<file path="src/rtl/busseq_pkg.sv">
`timescale 1ns/1ps
package busseq_pkg;
    typedef enum logic [2:0] {
        S_IDLE = 3'd0,
        S_T1   = 3'd1,
        S_T2   = 3'd2,
        S_T3   = 3'd3,
        S_TW   = 3'd4,
        S_T4   = 3'd5
    } bus_state_t;
endpackage

</file>
<file path="src/rtl/busseq_fsm.sv">
`timescale 1ns/1ps
module busseq_fsm
    import busseq_pkg::*;
(
    input  logic       clk,
    input  logic       rst,
    input  logic       req,
    input  logic       mem_ready,
    output bus_state_t state,
    output logic       launch,
    output logic       sample_hit
);
    bus_state_t nxt;

    always_ff @(posedge clk) begin
        if (rst) state <= S_IDLE;
        else     state <= nxt;
    end

    always_comb begin
        nxt = state;
        unique case (state)
            S_IDLE: if (req) nxt = S_T1;
            S_T1:   nxt = S_T2;
            S_T2:   nxt = S_T3;
            S_T3:   nxt = mem_ready ? S_T4 : S_TW;
            S_TW:   nxt = mem_ready ? S_T4 : S_TW;
            S_T4:   nxt = S_IDLE;
            default: nxt = S_IDLE;
        endcase
    end

    assign launch     = (state == S_IDLE) && req;
    assign sample_hit = ((state == S_T3) || (state == S_TW)) && mem_ready;


    wait_entry_chk: assert property (@(posedge clk) disable iff (rst)
        ((state == S_T3) && !mem_ready) |=> (state == S_TW));


    busy_ignore_chk: assert property (@(posedge clk) disable iff (rst)
        (state != S_IDLE) |=> (state != S_T1));


    t4_exit_chk: assert property (@(posedge clk) disable iff (rst)
        (state == S_T4) |=> (state == S_IDLE));
endmodule

</file>
<file path="src/rtl/busseq_latch.sv">
`timescale 1ns/1ps
module busseq_latch #(
    parameter int ADDR_W = 20,
    parameter int DATA_W = 16
) (
    input  logic              clk,
    input  logic              rst,
    input  logic              launch,
    input  logic              sample_hit,
    input  logic              is_write,
    input  logic              is_mem,
    input  logic [ADDR_W-1:0] addr,
    input  logic [DATA_W-1:0] wdata,
    input  logic              req_hi_byte,
    input  logic [DATA_W-1:0] ad_in,
    output logic              wr_q,
    output logic              mem_q,
    output logic              hib_q,
    output logic [ADDR_W-1:0] addr_q,
    output logic [DATA_W-1:0] wdata_q,
    output logic [DATA_W-1:0] rd_data
);
    always_ff @(posedge clk) begin
        if (rst) begin
            wr_q    <= 1'b0;
            mem_q   <= 1'b0;
            hib_q   <= 1'b0;
            addr_q  <= '0;
            wdata_q <= '0;
        end else if (launch) begin
            wr_q    <= is_write;
            mem_q   <= is_mem;
            hib_q   <= req_hi_byte;
            addr_q  <= addr;
            wdata_q <= wdata;
        end
    end

    always_ff @(posedge clk) begin
        if (rst)                     rd_data <= '0;
        else if (sample_hit && !wr_q) rd_data <= ad_in;
    end


    rd_hold_chk: assert property (@(posedge clk) disable iff (rst)
        !sample_hit |=> $stable(rd_data));
endmodule

</file>
<file path="src/rtl/busseq_drive.sv">
`timescale 1ns/1ps
module busseq_drive
    import busseq_pkg::*;
#(
    parameter int ADDR_W = 20,
    parameter int DATA_W = 16,
    localparam int HI_W  = ADDR_W - DATA_W
) (
    input  logic              clk,
    input  logic              rst,
    input  bus_state_t        state,
    input  logic              wr_q,
    input  logic              mem_q,
    input  logic              hib_q,
    input  logic [ADDR_W-1:0] addr_q,
    input  logic [DATA_W-1:0] wdata_q,
    output logic              addr_latch_en,
    output logic              rd_strb_n,
    output logic              wr_strb_n,
    output logic              mem_sel,
    output logic              xcvr_dir,
    output logic              xcvr_en_n,
    output logic [DATA_W-1:0] ad_out,
    output logic              ad_oe,
    output logic [HI_W-1:0]   hi_addr_stat,
    output logic              hi_byte_n,
    output logic              done
);
    logic [HI_W-1:0] stat_word;

    always_comb begin
        stat_word         = '0;
        stat_word[HI_W-1] = 1'b1;
        stat_word[1]      = mem_q;
        stat_word[0]      = wr_q;
    end

    always_comb begin
        addr_latch_en = 1'b0;
        rd_strb_n     = 1'b1;
        wr_strb_n     = 1'b1;
        mem_sel       = 1'b0;
        xcvr_dir      = 1'b0;
        xcvr_en_n     = 1'b1;
        ad_out        = '0;
        ad_oe         = 1'b0;
        hi_addr_stat  = '0;
        hi_byte_n     = 1'b1;
        done          = 1'b0;
        unique case (state)
            S_IDLE: ;
            S_T1: begin
                addr_latch_en = 1'b1;
                mem_sel       = mem_q;
                xcvr_dir      = wr_q;
                hi_byte_n     = !hib_q;
                ad_oe         = 1'b1;
                ad_out        = addr_q[DATA_W-1:0];
                hi_addr_stat  = addr_q[ADDR_W-1:DATA_W];
            end
            S_T2, S_T3, S_TW: begin
                mem_sel      = mem_q;
                xcvr_dir     = wr_q;
                hi_byte_n    = !hib_q;
                hi_addr_stat = stat_word;
                xcvr_en_n    = 1'b0;
                rd_strb_n    = wr_q;
                wr_strb_n    = !wr_q;
                ad_oe        = wr_q;
                ad_out       = wr_q ? wdata_q : '0;
            end
            S_T4: begin
                mem_sel      = mem_q;
                xcvr_dir     = wr_q;
                hi_byte_n    = !hib_q;
                hi_addr_stat = stat_word;
                ad_oe        = wr_q;
                ad_out       = wr_q ? wdata_q : '0;
                done         = 1'b1;
            end
            default: ;
        endcase
    end


    strobe_excl_chk: assert property (@(posedge clk) disable iff (rst)
        rd_strb_n || wr_strb_n);


    ale_single_chk: assert property (@(posedge clk) disable iff (rst)
        addr_latch_en |=> !addr_latch_en);


    rd_after_ale_chk: assert property (@(posedge clk) disable iff (rst)
        $fell(rd_strb_n) |-> $past(addr_latch_en));


    no_contention_chk: assert property (@(posedge clk) disable iff (rst)
        !rd_strb_n |-> !ad_oe);


    done_single_chk: assert property (@(posedge clk) disable iff (rst)
        done |=> !done);
endmodule

</file>
<file path="src/rtl/bus_cycle_seq.sv">
`timescale 1ns/1ps
module bus_cycle_seq
    import busseq_pkg::*;
#(
    parameter int ADDR_W = 20,
    parameter int DATA_W = 16
) (
    input  logic                     clk,
    input  logic                     rst,
    input  logic                     req,
    input  logic                     is_write,
    input  logic                     is_mem,
    input  logic [ADDR_W-1:0]        addr,
    input  logic [DATA_W-1:0]        wdata,
    input  logic                     req_hi_byte,
    input  logic                     mem_ready,
    input  logic [DATA_W-1:0]        ad_in,
    output logic                     addr_latch_en,
    output logic                     rd_strb_n,
    output logic                     wr_strb_n,
    output logic                     mem_sel,
    output logic                     xcvr_dir,
    output logic                     xcvr_en_n,
    output logic [DATA_W-1:0]        ad_out,
    output logic                     ad_oe,
    output logic [ADDR_W-DATA_W-1:0] hi_addr_stat,
    output logic                     hi_byte_n,
    output logic [DATA_W-1:0]        rd_data,
    output logic                     done
);
    bus_state_t        state;
    logic              launch, sample_hit;
    logic              wr_q, mem_q, hib_q;
    logic [ADDR_W-1:0] addr_q;
    logic [DATA_W-1:0] wdata_q;

    busseq_fsm u_fsm (
        .clk        (clk),
        .rst        (rst),
        .req        (req),
        .mem_ready  (mem_ready),
        .state      (state),
        .launch     (launch),
        .sample_hit (sample_hit)
    );

    busseq_latch #(.ADDR_W(ADDR_W), .DATA_W(DATA_W)) u_latch (
        .clk         (clk),
        .rst         (rst),
        .launch      (launch),
        .sample_hit  (sample_hit),
        .is_write    (is_write),
        .is_mem      (is_mem),
        .addr        (addr),
        .wdata       (wdata),
        .req_hi_byte (req_hi_byte),
        .ad_in       (ad_in),
        .wr_q        (wr_q),
        .mem_q       (mem_q),
        .hib_q       (hib_q),
        .addr_q      (addr_q),
        .wdata_q     (wdata_q),
        .rd_data     (rd_data)
    );

    busseq_drive #(.ADDR_W(ADDR_W), .DATA_W(DATA_W)) u_drive (
        .clk           (clk),
        .rst           (rst),
        .state         (state),
        .wr_q          (wr_q),
        .mem_q         (mem_q),
        .hib_q         (hib_q),
        .addr_q        (addr_q),
        .wdata_q       (wdata_q),
        .addr_latch_en (addr_latch_en),
        .rd_strb_n     (rd_strb_n),
        .wr_strb_n     (wr_strb_n),
        .mem_sel       (mem_sel),
        .xcvr_dir      (xcvr_dir),
        .xcvr_en_n     (xcvr_en_n),
        .ad_out        (ad_out),
        .ad_oe         (ad_oe),
        .hi_addr_stat  (hi_addr_stat),
        .hi_byte_n     (hi_byte_n),
        .done          (done)
    );
endmodule

</file>
<file path="config.mk">
export PLATFORM = sky130hd
export DESIGN_NAME = bus_cycle_seq
export DESIGN_NICKNAME = d
export VERILOG_FILES = /design/src/rtl/busseq_pkg.sv /design/src/rtl/busseq_fsm.sv /design/src/rtl/busseq_latch.sv /design/src/rtl/busseq_drive.sv /design/src/rtl/bus_cycle_seq.sv
export SDC_FILE = /design/constraint.sdc
export NUM_CORES = 1
export LEC_CHECK = 0
export ABC_AREA = 0
export BUFFER_PORTS_ARGS = -buffer_cell sky130_fd_sc_hd__buf_2
export CAP_MARGIN = 20
export CORE_MARGIN = 2
export CORE_UTILIZATION = 49
export CTS_BUF_LIST = sky130_fd_sc_hd__clkbuf_8
export DETAILED_ROUTE_END_ITERATION = 10
export GPL_TIMING_DRIVEN = 0
export PLACE_DENSITY = 0.92
export SYNTH_ARGS = -nofsm -noshare
export SYNTH_HDL_FRONTEND = slang
export SYNTH_SLANG_ARGS = --single-unit
export TNS_END_PERCENT = 20
</file>
<file path="constraint.sdc">
create_clock -name clk -period 1.7 [get_ports clk]
set_clock_uncertainty 0.1 [all_clocks]
set_input_delay 0.17 -clock clk [delete_from_list [all_inputs] [get_ports clk]]
set_output_delay 0.17 -clock clk [all_outputs]
set_load 0.05 [all_outputs]
</file>
### After elaboration in Yosys (flattened, before gate mapping)

Cells that the tools add are included.

* equality and inequality tests: 6
* multiplexer cells: 15
* reduce and logical (&&, ||, !) cells: 11

Operator list (count)
* case mux 16 bit (2 select lines): 1
* 2-to-1 mux 16 bit: 1
* case mux 3 bit (4 select lines): 1
* 2-to-1 mux 1 bit: 9
* case mux 4 bit (2 select lines): 1
* equality test 3 x 2 -> 1 bit (second input constant): 2
* equality test 3 bit (second input constant): 2
* OR reduction 5 bit: 1
* OR reduction 4 bit: 1
* equality test 3 x 1 -> 1 bit (second input constant): 1
* logical AND 1 bit: 3
* logical NOT 3 bit: 1
* 2-to-1 mux 3 bit: 1
* OR reduction 3 bit: 1
* logical NOT 1 bit: 2
* != test 2 bit (second input constant): 1
* case mux 1 bit (2 select lines): 1
* OR reduction 2 bit: 1
* logical OR 1 bit: 1

* flip-flop bits (word level): 58
* bits of input ports: 59
* output and inout port bits: 45
* logic and storage cells: 39

### Longest topological paths before layout

* depth after elaboration: 4
* mapped depth: 6

### Cells and area by module

A second synthesis with hierarchy kept.

* cells, all modules: 253
* area, all modules: 2638.8 um2

Modules (own cells, without submodules)
* busseq_latch: instances 1, cells each 197, area each 2177.1 um2, seq. area each 1101.1 um2
* busseq_drive: instances 1, cells each 40, area each 319.1 um2, seq. area each 0.0 um2
* busseq_fsm: instances 1, cells each 16, area each 142.6 um2, seq. area each 60.1 um2

### Worst setup path before layout

Ideal clock, no wire load.

* path type: register to output
* start point: register u_fsm.state[0]
* end point: output port ad_out[0]
* data arrival time: 1.930 ns
* data required time: 1.430 ns
* path slack: -0.500 ns
* stages on the path, launching flop included: 5
* path buffers: 2
* cell sequence: dfxtp_1 -> buf_2 -> nor3b_1 -> clkbuf_1 -> a22o_1

* longest elaborated chain between the ends: 3
* elaborated cells between the ends (all ways): 7
* classes of those cells: eq/ne (5); mux (1); reduce/logical (1)

RTL lines
* start, declared: line busseq_fsm.sv:9 `output bus_state_t state,`
* start signal, assigned: line busseq_fsm.sv:17 `else state <= nxt;`
* equality test 3 x 2 -> 1 bit or equality test 3 bit (tied branches): line busseq_drive.sv:50 `unique case (state)`
* OR reduction 4 bit (no line)
* case mux 16 bit (2 select lines) *: line busseq_drive.sv:50
* end, declared: line bus_cycle_seq.sv:24 `output logic [DATA_W-1:0] ad_out,`

Every way passes the cells marked *; elsewhere a longest branch is shown, timed or not.

### Final worst setup path

* start point: register u_fsm.state[1]
* end point: output port ad_out[15]

Same word-level chain as after synthesis.

==> metrics <==
ANT cells=0; final WL=12.0 mm; Yosys reg bits=58; failing checks=setup timing; R2R Path Start=u_fsm.state[0]; final hold violation count=0; Sequential cell area=1170 um2; post-synthesis xor/xnor area fraction=0.350%; min-delay src=ad_in[6]; Synth area leaders=dfxtp_1 46%, nand2_1 12%, a21oi_1 8.8%; asr flop ratio synth=0%; Primary FF master, synth=dfxtp_1; Compound-Gate Fraction of Synth Area=16.9%; clk sinks=58; Placement Setup Slack=-0.350 ns; layout cells sized above 1=36.2%; largest family of logic cells by synthesized area=simple AND/OR/NAND/NOR gates; startpoint types=register; worst setup path start=u_fsm.state[1]; number of global-route vias before repair=3183; CP Data Required Time=approximately 1.4 ns; Fillers=193; Clock Pin Slew Worst Setup and Hold Paths=0.08 ns; final RePlAce weighted congestion=between 0.7 and 0.8; Worst Setup Path Type=register to output port; Cell Area, Placed=3160 um2; Max clock buf depth=2; Area growth syn-to-layout=78.7%; Inserted Clock Buffers=9; CP Max Fanout=7; EDFF count, synth=0; placed insts=472; First-pass DRT Iterations=5; count leader, synth=nand2_1; Slew HR=61.4%; DRT antenna net count=0; io pins=104; fin cells=about 550; first-pass GRT wire length=between 15 and 20 mm; Total GRT Usage=between 30% and 40%; Synth Area in Adders=0%; final setup margin=-0.440 ns; clock insertion delay at the later pin of the skew report=between 0.3 and 0.4 ns; # nets final=538; post-route cell area=4480 um2; via count=3210; area of the multi-input gates=about 1400 um2; status=finished with violations; CTS root buffer=clkbuf_8; Final Max Tran Viols=0; sequential-to-total area share from yosys stat=46.4%; Yosys top cell area share=46.4%; WP data arrival=about 1.9 ns; Syn. warnings=0; WL per Instance=21.6 um; Power Density=1100 nW/um2; Cell variety after synth=28; Maximum Capacitance Violations=0; DP HPWL=4.66 mm; Iter 0 DRT Violations=375; CP Capture Type=output port; Fmax=between 400 and 500 MHz; Tmin final=2.14 ns; Synth area leader=dfxtp_1; mean area per synthesized cell=approximately 8.3 um2; post-DR vias/cell=5.79; Initial Utilization=around half; DIE WIDTH=75.5 um; TritonCTS clock tree=built; die height=75.5 um; initial antenna violation count=0; RSZ-0062 raised after global routing=true; Slew @ Worst Pin=between 0.5 and 0.6 ns; cell area after synthesis=2500 um2; input/output buffers=between 100 and 150; period utilization=126%; VDD IR max=0.655 mV; Synth Net Count=between 300 and 400; post-route DRC violation count=0; Mapped Cells=300; die area=5700 um2; largest net degree at the start of global routing=11; total grt overflow=0; core area=5010 um2; H-tree levels=3; final setup vio count=between 70 and 80; leakage power=between 1.5 and 2 nW; Post-Synth Simple-Gate Area=25.7%; multiplexer share of the synthesized area=6.39%; HP Class=input pin to register; row count=26; synth cell count leaders=82 x nand2_1, 58 x dfxtp_1, 44 x a21oi_1
==> cell type report <==
type                       instances  share of cell area, %
clock inverter                     4                   2.68
multi-input combinational        218                   30.7
buffer                            24                   4.14
sequential                        58                   26.1
clock buffer                      12                   3.69
timing repair buffer             168                   30.7
tap                               70                   1.96
==> cells by family after synthesis <==
| logic type | count (synthesis) |
|---|---|
| AOI/OAI and AO/OA | 68 |
| xor gates and xnor gates | 1 |
| buffers and inverters | 24 |
| DFF | 58 |
| muxes | 16 |
| and+or+nand+nor | 133 |
==> report_power, final <==
group          total [mW]  switching [mW]  leakage, nW  internal [mW]
Combinational        1.48           0.865         1.35          0.616
Clock                1.84           0.598        0.143           1.24
Sequential           1.60           0.121        0.475           1.48
Total                4.93            1.58         1.97           3.34
==> worst max-delay path: stages, from the launching register on <==
cell and delay (ns):
dfxtp_4 0.39, buf_4 0.15, nor3b_4 0.23, buf_6 0.16
buf_8 0.13, a22o_1 0.25, buf_6 0.19
==> final timing paths <==
path                                      endpoint  slack, ns  depth (start not counted)
worst max register to register  u_latch.addr_q[15]      -0.34                          7
worst min register to register  u_latch.addr_q[19]       0.36                          2
worst max-delay path                    ad_out[15]      -0.44                          6
worst min-delay path            u_latch.rd_data[6]      0.008                          3
==> routing by layer <==
layer  vias up  global-route usage [%]  wire length [um]  part of all wire, %
met5         -                       0                 0                    0
met4         0                    27.5               907                  7.6
met3        92                    11.0              1230                   10
met2       284                    66.1              5770                   48
met1      1474                    37.3              4040                   34
li1       1360                       -                 -                    -
==> repair_timing <==
| action | in CTS | in global routing |
|---|---|---|
| endpoints found under the hold margin | 51 | 0 |
| setup buffers | 11 | 1 |
| hold buffers | 51 | 0 |
| gates cloned | 3 | 0 |
| pin swaps | 6 | 7 |
| resized for setup | 97 | 24 |
| endpoints found under the setup margin | 49 | 77 |
==> placed cells by master, fill, tap and decap left out, types with 2 or more instances in the layout <==
cell and n:
nor2b_4 2, dlygate4sd3_1 51, dfxtp_4 2, and2_1 2, nand2b_1 33, a22o_4 9, buf_8 13, o21ai_1 2
nor3b_4 2, clkbuf_8 13, buf_4 12, nand2_1 82, a21oi_1 43, mux2i_1 16, dfxtp_1 55, buf_2 79
a22o_1 5, buf_6 25, a21o_1 2, bufinv_16 4, clkbuf_1 8, a22o_2 2, clkbuf_4 2
==> state kept, by name, summed over array words and instances (netlist names) <==
name,cells
u_latch.wr_q,1
u_latch.addr_q,20
u_latch.mem_q,1
u_latch.wdata_q,16
u_fsm.state,3
u_latch.rd_data,16
u_latch.hib_q,1
==> stage by stage <==
stage                     setup TNS (ns)  total power [mW]  utilization, %  hold WS [ns]
after floorplan                    -1.25              2.28               -         0.206
after global placement             -5.59              2.51            63.0         0.311
after detailed placement           -6.64              2.54            63.0         0.317
after CTS                          -5.58              4.65            87.7      0.000797
after global routing              -16.10              5.05            89.4        0.0280
final                             -13.27              4.93            89.4       0.00810
Power figures use the tool's default switching activity.
